===== src/rtl/dct_recfg_pkg.sv =====
`timescale 1ns/1ps
package dct_recfg_pkg;

    // Transform size selected per sample set.
    typedef enum logic {
        SIZE_PAIR8 = 1'b0,
        SIZE_ONE16 = 1'b1
    } size_mode_e;

    localparam int unsigned LANES = 16;
    localparam int unsigned HALF  = LANES / 2;

endpackage


===== src/rtl/dct_stage_reg.sv =====
`timescale 1ns/1ps
module dct_stage_reg #(
    parameter int W    = 8,
    parameter bit PIPE = 1'b1
) (
    input  logic         clk,
    input  logic         rst_n,
    input  logic         vld_i,
    input  logic [W-1:0] d_i,
    output logic         vld_o,
    output logic [W-1:0] d_o
);

    generate
        if (PIPE) begin : g_reg
            always_ff @(posedge clk or negedge rst_n) begin
                if (!rst_n) vld_o <= 1'b0;
                else        vld_o <= vld_i;
            end

            always_ff @(posedge clk) begin
                if (vld_i) d_o <= d_i;
            end
        end else begin : g_wire
            assign vld_o = vld_i;
            assign d_o   = d_i;
        end
    endgenerate

endmodule


===== src/rtl/dct_prep.sv =====
`timescale 1ns/1ps
module dct_prep
    import dct_recfg_pkg::*;
#(
    parameter int IN_W = 8,
    parameter bit PIPE = 1'b1,
    localparam int CW  = IN_W + 1
) (
    input  logic               clk,
    input  logic               rst_n,
    input  logic               vld_i,
    input  size_mode_e         mode_i,
    input  logic [16*IN_W-1:0] smp_i,
    output logic               vld_o,
    output size_mode_e         mode_o,
    output logic [8*CW-1:0]    lo_o,
    output logic [8*CW-1:0]    hi_o
);

    logic signed [IN_W-1:0] xs [16];
    logic [8*CW-1:0] lo_c;
    logic [8*CW-1:0] hi_c;
    logic [8*CW-1:0] lo_q;
    logic [8*CW-1:0] hi_q;
    logic            mode_q;

    generate
        for (genvar i = 0; i < 16; i++) begin : g_unpack
            assign xs[i] = $signed(smp_i[i*IN_W +: IN_W]);
        end

        for (genvar i = 0; i < 8; i++) begin : g_lane
            logic signed [CW-1:0] fold_sum;
            logic signed [CW-1:0] fold_dif;

            assign fold_sum = CW'(xs[i]) + CW'(xs[15-i]);
            assign fold_dif = CW'(xs[i]) - CW'(xs[15-i]);

            always_comb begin
                unique case (mode_i)
                    SIZE_ONE16: begin
                        lo_c[i*CW +: CW] = fold_sum;
                        hi_c[i*CW +: CW] = fold_dif;
                    end
                    SIZE_PAIR8: begin
                        lo_c[i*CW +: CW] = CW'(xs[i]);
                        hi_c[i*CW +: CW] = CW'(xs[8+i]);
                    end
                    default: begin
                        lo_c[i*CW +: CW] = '0;
                        hi_c[i*CW +: CW] = '0;
                    end
                endcase
            end
        end
    endgenerate

    dct_stage_reg #(.W(1 + 16*CW), .PIPE(PIPE)) u_reg (
        .clk   (clk),
        .rst_n (rst_n),
        .vld_i (vld_i),
        .d_i   ({mode_i, hi_c, lo_c}),
        .vld_o (vld_o),
        .d_o   ({mode_q, hi_q, lo_q})
    );

    assign mode_o = size_mode_e'(mode_q);
    assign lo_o   = lo_q;
    assign hi_o   = hi_q;

    generate
        if (PIPE) begin : g_chk
            for (genvar i = 0; i < 8; i++) begin : g_lane_chk
                // folded pair recombines to twice the near sample
                p_fold_pair_r2: assert property (@(posedge clk) disable iff (!rst_n)
                    (vld_o && mode_o == SIZE_ONE16) |->
                    (int'($signed(lo_o[i*CW +: CW])) + int'($signed(hi_o[i*CW +: CW]))
                        == 2 * int'($past(xs[i]))));
                // in pair mode the upper core sees the raw upper half
                p_raw_upper_r5: assert property (@(posedge clk) disable iff (!rst_n)
                    (vld_o && mode_o == SIZE_PAIR8) |->
                    (int'($signed(hi_o[i*CW +: CW])) == int'($past(xs[8+i]))));
            end
        end
    endgenerate

endmodule


===== src/rtl/dct8_core.sv =====
`timescale 1ns/1ps
module dct8_core #(
    parameter int IN_W   = 9,
    parameter int SIDE_W = 1,
    parameter bit PIPE   = 1'b1,
    localparam int W1    = IN_W + 1,
    localparam int W2    = IN_W + 2,
    localparam int W3    = IN_W + 3,
    localparam int MIDN  = 11
) (
    input  logic              clk,
    input  logic              rst_n,
    input  logic              vld_i,
    input  logic [SIDE_W-1:0] side_i,
    input  logic [8*IN_W-1:0] x_i,
    output logic              vld_o,
    output logic [SIDE_W-1:0] side_o,
    output logic [8*W3-1:0]   y_o
);

    // ---------------- stage A: mirror butterfly ----------------
    logic signed [IN_W-1:0] xv [8];
    logic [8*W1-1:0]        a_d;
    logic [8*W1-1:0]        a_q;
    logic [SIDE_W-1:0]      side_a;
    logic                   vld_a;

    generate
        for (genvar i = 0; i < 8; i++) begin : g_in
            assign xv[i] = $signed(x_i[i*IN_W +: IN_W]);
        end
        for (genvar i = 0; i < 4; i++) begin : g_bfly
            assign a_d[i*W1 +: W1]     = W1'(xv[i]) + W1'(xv[7-i]);
            assign a_d[(4+i)*W1 +: W1] = W1'(xv[i]) - W1'(xv[7-i]);
        end
    endgenerate

    dct_stage_reg #(.W(SIDE_W + 8*W1), .PIPE(PIPE)) u_sa (
        .clk (clk), .rst_n (rst_n), .vld_i (vld_i),
        .d_i ({side_i, a_d}), .vld_o (vld_a), .d_o ({side_a, a_q})
    );

    // ---------------- stage B: partial sums ----------------
    logic signed [W1-1:0] sv [4];
    logic signed [W1-1:0] dv [4];
    logic signed [W2-1:0] bv [MIDN];
    logic [MIDN*W2-1:0]   b_d;
    logic [MIDN*W2-1:0]   b_q;
    logic [SIDE_W-1:0]    side_b;
    logic                 vld_b;

    generate
        for (genvar i = 0; i < 4; i++) begin : g_sd
            assign sv[i] = $signed(a_q[i*W1 +: W1]);
            assign dv[i] = $signed(a_q[(4+i)*W1 +: W1]);
        end
    endgenerate

    assign bv[0]  = W2'(sv[0]) + W2'(sv[3]);
    assign bv[1]  = W2'(sv[1]) + W2'(sv[2]);
    assign bv[2]  = W2'(sv[0]) - W2'(sv[3]);
    assign bv[3]  = W2'(sv[2]) - W2'(sv[1]);
    assign bv[4]  = W2'(dv[0]) + W2'(dv[1]);
    assign bv[5]  = W2'(dv[0]) - W2'(dv[1]);
    assign bv[6]  = W2'(dv[2]) + W2'(dv[3]);
    assign bv[7]  = W2'(dv[2]) - W2'(dv[1]);
    assign bv[8]  = W2'(dv[0]);
    assign bv[9]  = W2'(dv[2]);
    assign bv[10] = W2'(dv[3]);

    generate
        for (genvar i = 0; i < MIDN; i++) begin : g_bpack
            assign b_d[i*W2 +: W2] = bv[i];
        end
    endgenerate

    dct_stage_reg #(.W(SIDE_W + MIDN*W2), .PIPE(PIPE)) u_sb (
        .clk (clk), .rst_n (rst_n), .vld_i (vld_a),
        .d_i ({side_a, b_d}), .vld_o (vld_b), .d_o ({side_b, b_q})
    );

    // ---------------- stage C: final coefficients ----------------
    logic signed [W2-1:0] mv [MIDN];
    logic signed [W3-1:0] yv [8];
    logic [8*W3-1:0]      c_d;

    generate
        for (genvar i = 0; i < MIDN; i++) begin : g_bunpack
            assign mv[i] = $signed(b_q[i*W2 +: W2]);
        end
    endgenerate

    assign yv[0] = W3'(mv[0]) + W3'(mv[1]);
    assign yv[4] = W3'(mv[0]) - W3'(mv[1]);
    assign yv[2] = W3'(mv[2]);
    assign yv[6] = W3'(mv[3]);
    assign yv[1] = W3'(mv[4]) + W3'(mv[9]);
    assign yv[3] = W3'(mv[8]) - W3'(mv[6]);
    assign yv[5] = W3'(mv[5]) + W3'(mv[10]);
    assign yv[7] = W3'(mv[7]) - W3'(mv[10]);

    generate
        for (genvar i = 0; i < 8; i++) begin : g_cpack
            assign c_d[i*W3 +: W3] = yv[i];
        end
    endgenerate

    dct_stage_reg #(.W(SIDE_W + 8*W3), .PIPE(PIPE)) u_sc (
        .clk (clk), .rst_n (rst_n), .vld_i (vld_b),
        .d_i ({side_b, c_d}), .vld_o (vld_o), .d_o ({side_o, y_o})
    );

    generate
        if (PIPE) begin : g_chk
            logic signed [W3-1:0] in_total;
            logic signed [W3-1:0] in_row1;

            always_comb begin
                in_total = '0;
                for (int i = 0; i < 8; i++) in_total = in_total + W3'(xv[i]);
                in_row1 = W3'(xv[0]) + W3'(xv[1]) + W3'(xv[2])
                        - W3'(xv[5]) - W3'(xv[6]) - W3'(xv[7]);
            end

            // row 0 is the plain sum of the eight core inputs
            p_row0_sum_r6: assert property (@(posedge clk) disable iff (!rst_n)
                vld_o |-> ($signed(y_o[0 +: W3]) == $past(in_total, 3)));
            // row 1 keeps the three nearest and removes the three farthest
            p_row1_split_r6: assert property (@(posedge clk) disable iff (!rst_n)
                vld_o |-> ($signed(y_o[W3 +: W3]) == $past(in_row1, 3)));
        end
    endgenerate

endmodule


===== src/rtl/dct_perm.sv =====
`timescale 1ns/1ps
module dct_perm
    import dct_recfg_pkg::*;
#(
    parameter int OW = 12
) (
    input  size_mode_e      mode_i,
    input  logic [8*OW-1:0] lo_i,
    input  logic [8*OW-1:0] hi_i,
    output logic [16*OW-1:0] y_o
);

    // Lanes 0 and 15 are fixed in both modes; the other fourteen switch.
    generate
        for (genvar k = 0; k < 8; k++) begin : g_lane
            always_comb begin
                unique case (mode_i)
                    SIZE_ONE16: begin
                        y_o[(2*k)*OW +: OW]   = lo_i[k*OW +: OW];
                        y_o[(2*k+1)*OW +: OW] = hi_i[k*OW +: OW];
                    end
                    SIZE_PAIR8: begin
                        y_o[(2*k)*OW +: OW]   = (2*k < 8) ? lo_i[(2*k)*OW +: OW]
                                                         : hi_i[(2*k-8)*OW +: OW];
                        y_o[(2*k+1)*OW +: OW] = (2*k+1 < 8) ? lo_i[(2*k+1)*OW +: OW]
                                                           : hi_i[(2*k-7)*OW +: OW];
                    end
                    default: begin
                        y_o[(2*k)*OW +: OW]   = '0;
                        y_o[(2*k+1)*OW +: OW] = '0;
                    end
                endcase
            end
        end
    endgenerate

endmodule


===== src/rtl/dct_reconfig16.sv =====
`timescale 1ns/1ps
module dct_reconfig16
    import dct_recfg_pkg::*;
#(
    parameter int IN_W = 8,
    parameter bit PIPE = 1'b1,
    localparam int CW  = IN_W + 1,
    localparam int OW  = IN_W + 4
) (
    input  logic               clk,
    input  logic               rst_n,
    input  logic               in_valid,
    input  logic               in_mode,
    input  logic [16*IN_W-1:0] in_samples,
    output logic               out_valid,
    output logic [16*OW-1:0]   out_coefs
);

    logic               r_vld;
    logic               r_mode;
    logic [16*IN_W-1:0] r_smp;

    dct_stage_reg #(.W(1 + 16*IN_W), .PIPE(PIPE)) u_in (
        .clk (clk), .rst_n (rst_n), .vld_i (in_valid),
        .d_i ({in_mode, in_samples}), .vld_o (r_vld), .d_o ({r_mode, r_smp})
    );

    logic            p_vld;
    size_mode_e      p_mode;
    logic [8*CW-1:0] p_lo;
    logic [8*CW-1:0] p_hi;

    dct_prep #(.IN_W(IN_W), .PIPE(PIPE)) u_prep (
        .clk    (clk),
        .rst_n  (rst_n),
        .vld_i  (r_vld),
        .mode_i (size_mode_e'(r_mode)),
        .smp_i  (r_smp),
        .vld_o  (p_vld),
        .mode_o (p_mode),
        .lo_o   (p_lo),
        .hi_o   (p_hi)
    );

    logic            c_vld_lo;
    logic            c_vld_hi;
    logic [0:0]      side_lo;
    logic [0:0]      side_hi;
    logic [8*OW-1:0] y_lo;
    logic [8*OW-1:0] y_hi;

    dct8_core #(.IN_W(CW), .SIDE_W(1), .PIPE(PIPE)) u_core_lo (
        .clk (clk), .rst_n (rst_n), .vld_i (p_vld), .side_i (p_mode),
        .x_i (p_lo), .vld_o (c_vld_lo), .side_o (side_lo), .y_o (y_lo)
    );

    dct8_core #(.IN_W(CW), .SIDE_W(1), .PIPE(PIPE)) u_core_hi (
        .clk (clk), .rst_n (rst_n), .vld_i (p_vld), .side_i (p_mode),
        .x_i (p_hi), .vld_o (c_vld_hi), .side_o (side_hi), .y_o (y_hi)
    );

    logic [16*OW-1:0] perm_y;

    dct_perm #(.OW(OW)) u_perm (
        .mode_i (size_mode_e'(side_lo)),
        .lo_i   (y_lo),
        .hi_i   (y_hi),
        .y_o    (perm_y)
    );

    dct_stage_reg #(.W(16*OW), .PIPE(PIPE)) u_out (
        .clk (clk), .rst_n (rst_n), .vld_i (c_vld_lo),
        .d_i (perm_y), .vld_o (out_valid), .d_o (out_coefs)
    );

    generate
        if (PIPE) begin : g_chk
            logic [2:0] since_rst;

            always_ff @(posedge clk or negedge rst_n) begin
                if (!rst_n)                 since_rst <= '0;
                else if (since_rst != 3'd7) since_rst <= since_rst + 3'd1;
            end

            // both cores carry the same set and mode in lockstep
            p_cores_aligned_r8: assert property (@(posedge clk) disable iff (!rst_n)
                (c_vld_lo == c_vld_hi) && (!c_vld_lo || side_lo == side_hi));
            // output flag mirrors the input flag six edges earlier
            p_valid_latency_r7: assert property (@(posedge clk) disable iff (!rst_n)
                (since_rst >= 3'd6) |-> (out_valid == $past(in_valid, 6)));
            // nothing leaves the block in the first cycles after reset
            p_quiet_after_reset_r1: assert property (@(posedge clk) disable iff (!rst_n)
                (since_rst < 3'd6) |-> !out_valid);
        end
    endgenerate

endmodule


===== config.mk =====
export PLATFORM = sky130hd
export DESIGN_NAME = dct_reconfig16
export DESIGN_NICKNAME = d
export VERILOG_FILES = /design/src/rtl/dct_recfg_pkg.sv /design/src/rtl/dct_stage_reg.sv /design/src/rtl/dct_prep.sv /design/src/rtl/dct8_core.sv /design/src/rtl/dct_perm.sv /design/src/rtl/dct_reconfig16.sv
export SDC_FILE = /design/constraint.sdc
export NUM_CORES = 2
export LEC_CHECK = 0
export BUFFER_PORTS_ARGS = -buffer_cell sky130_fd_sc_hd__buf_2
export CAP_MARGIN = 20
export CORE_MARGIN = 3
export CORE_UTILIZATION = 28
export DETAILED_ROUTE_END_ITERATION = 7
export SYNTH_ARGS = -nofsm -noshare
export SYNTH_HDL_FRONTEND = slang
export SYNTH_SLANG_ARGS = --single-unit

===== constraint.sdc =====
create_clock -name clk -period 5.47 [get_ports clk]
set_clock_uncertainty 0.1 [all_clocks]
set_input_delay 1.094 -clock clk [delete_from_list [all_inputs] [get_ports clk]]
set_output_delay 1.094 -clock clk [all_outputs]
set_load 0.1 [all_outputs]

==> out/qor.txt <==
Run status: completed
IO Pins: 325
Final Cycle Share: 51.4%
Yosys cell types: 73
Worst path cell trace: buf_2
Cell internal pwr: 23200 µW
Initial Utilization: 28.3%
PortBufs: 324
HP Class: in2async
Commonest cells post-synth: edfxtp_1 (1035), ha_1 (564), inv_1 (551)
CP Class: reg2out
CTS hold repair buffers: 0
Logic pwr share: 43.6%
GRT met3 Usage: 2.04%
Met1 Use GR: 23.4%
Switch share: 41.7%
Setup Total Neg Slack: 0 ns
TritonCTS clock tree: yes
Max stage delay on crit path: 0.45 ns
Final hold vios: 0
Core Region: 0.211 mm²
Pwr Density: 583 mW/mm²
Row cnt: 168
Sequential element share of the synthesized area: 52.4%
Vert. Die Dim: 467 µm
Largest net degree at the start of global routing: 212
DRT antenna net count: 0
Top delay family on crit path: buffers and inverters
Crit path max fanout: 1
Post-Syn Area: 0.0596 mm²
Syn Nets: 5789
Asr flop ratio synth: 0.576%
DIE WIDTH: 467 µm
Number of synthesis warnings: 0
CP max stage cell: buf_2
CTS Sinks: 1041
RSZ-0062 raised after global routing: false
Via/cell ratio: 4.73
Dpl hpwl: 134000 µm
Max-cap violations: 0
Buffer and inverter count on the worst path: 1
Setup-failing EPs final: 0
Vias in the first global route: 36.8k
Antenna violations before repair: 23
First-pass GRT wire length: 244000 µm
Slew margin rel.: 27.4%
Worst Max-Slew Pin Slew: 1.08 ns
Reg clk slew, reported paths: 0.06 ns
Post-synthesis cell count: 5033
EDFF count, synth: 1035
Reg power frac: 35.9%
DRT Pass-1 Iters: 5
Fmax: 356 MHz
Synth-to-layout area growth: 14.7%
H-tree depth: 3
Wirelength per Cell: 20.3 µm
Stages on the worst setup path: 1
DRT iter0 DRCs: 3513
Top FF cell, synth: edfxtp_1
GR Util All Layers: 14.9%
Synth top area cells: edfxtp_1 (52%), ha_1 (12%), xnor2_1 (3.7%)
Die area: 0.218 mm²
Routing usage on met2: 21.4%
Cts repair resizes: 0
Final slew viol count: 0
P_sw: 16700 µW
DRC: 0
Pleak: 0.0274 µW
Vias: 39.1k
Hold Slack: 0.102 ns
R2r worst-path depth: 8
#FFs+latches synth: 1041
NumNets Final: 6107
CP arrival: 1.62 ns
GRT busiest layer: met1
CP startpoint kind: register
Data required time of the worst path: 4.28 ns
Setup bufs post-CTS: 0
GRT Residual Overflow: 0
Worst IR Drop VDD: 493 µV
Mean post-synth cell area: 11.8 µm²
Later-pin clock latency in the skew report: 0.78 ns
Clk buf depth: 3
Clock power frac: 20.5%
Total CTS buffers: 119
Top cell type's share of synthesized area: 52.1%
Crit path capture type: output pin
Share of cells above drive strength 1: 13.6%
Yosys top cell by area: edfxtp_1
Final Critical Period: 2.81 ns
Root Buffer: clkbuf_16
Drt total wl: 168000 µm
Most used standard cell by instance count after synthesis: edfxtp_1
Gpl congestion: 0.924
-- power by group through the flow --
stage	clock network, µW	registers, µW	logic [µW]
6_report	8170	14300	17400
5_1_grt	8740	14600	18900
4_1_cts	8420	14400	17400
3_5_place_dp	0	14500	17300
3_3_place_gp	0	14500	17200
2_1_floorplan	0	16000	10200
-- metal layers --
metal	vias to the layer above	routed length, µm
li1	18700	-
met1	19000	84200
met2	1266	69600
met3	146	10500
met4	0	3340
met5	-	0
-- registers in the layout, summed over array words and instances, names as in the netlist, 77 cells and up --
register / flops
u_prep.u_reg.d_o: 145
u_in.d_o: 129
u_out.d_o: 192
u_core_lo.u_sb.d_o: 115
u_core_hi.u_sb.d_o: 114
u_core_hi.u_sc.d_o: 93
u_core_lo.u_sa.d_o: 77
u_core_lo.u_sc.d_o: 94
-- final cells by class --
cell class                 count  area [µm²]
clock buffer                 143        3090
clock inverter                81         951
fill                       21100      142000
sequential                  1041       31200
timing repair buffer         340        1820
inverter                     552        2070
multi-input combinational   3297       25700
tap                         2805        3510
antenna                        2        5.00
-- logic make-up (layout without fill, tap and decap cells) --
group | count (synthesis) | in the layout | synth area share [%]
mux | 208 | 208 | 3.82
flops | 1041 | 1041 | 52.4
compound gates | 996 | 996 | 11.1
xor+xnor | 374 | 374 | 5.49
other cells | 0 | 2 | 0
buf+inv | 695 | 1116 | 4.52
simple gates | 1095 | 1095 | 8.81
fa+ha+maj | 624 | 624 | 13.9
-- stage by stage --
step	power [µW]	setup slack, ns	util [%]	instances	cell area (µm²)
after global placement	31700	2.71	30.5	8035	64300
after global routing	42200	2.53	32.5	8260	68400
after CTS	40200	2.50	32.5	8259	68400
final	39900	2.66	32.5	8261	68400
after floorplan	26200	0.620	-	5033	59600
after detailed placement	31800	2.66	30.5	8035	64300
-- cells in the final DEF (no fill, tap or decap), types with 60 or more instances in the layout --
| cell type | count |
|---|---|
| clkbuf_16 | 120 |
| nand3_1 | 64 |
| mux2_2 | 154 |
| xor2_1 | 125 |
| a21oi_1 | 292 |
| xnor2_1 | 249 |
| nor2b_1 | 114 |
| buf_2 | 323 |
| fa_1 | 60 |
| nor2_1 | 388 |
| nand2_1 | 217 |
| edfxtp_1 | 1035 |
| nand2b_1 | 75 |
| nor3_1 | 74 |
| inv_1 | 551 |
| o21ai_0 | 200 |
| ha_1 | 564 |
-- final timing paths --
kind / from / to / slack (ns)
setup / recovery: u_out.d_o[15] / out_coefs[15] / 2.66
hold / removal: rst_n / u_out.vld_o / 0.10
setup reg to reg: u_core_lo.u_sa.d_o[60] / u_core_lo.u_sb.d_o[21] / 2.74
hold reg to reg: u_core_lo.u_sc.d_o[5] / u_out.d_o[5] / 0.32
max in group asynchronous: rst_n / u_prep.u_reg.vld_o / 4.77
min in group clk: u_core_lo.u_sc.d_o[5] / u_out.d_o[5] / 0.32
Power figures use the tool's default switching activity.
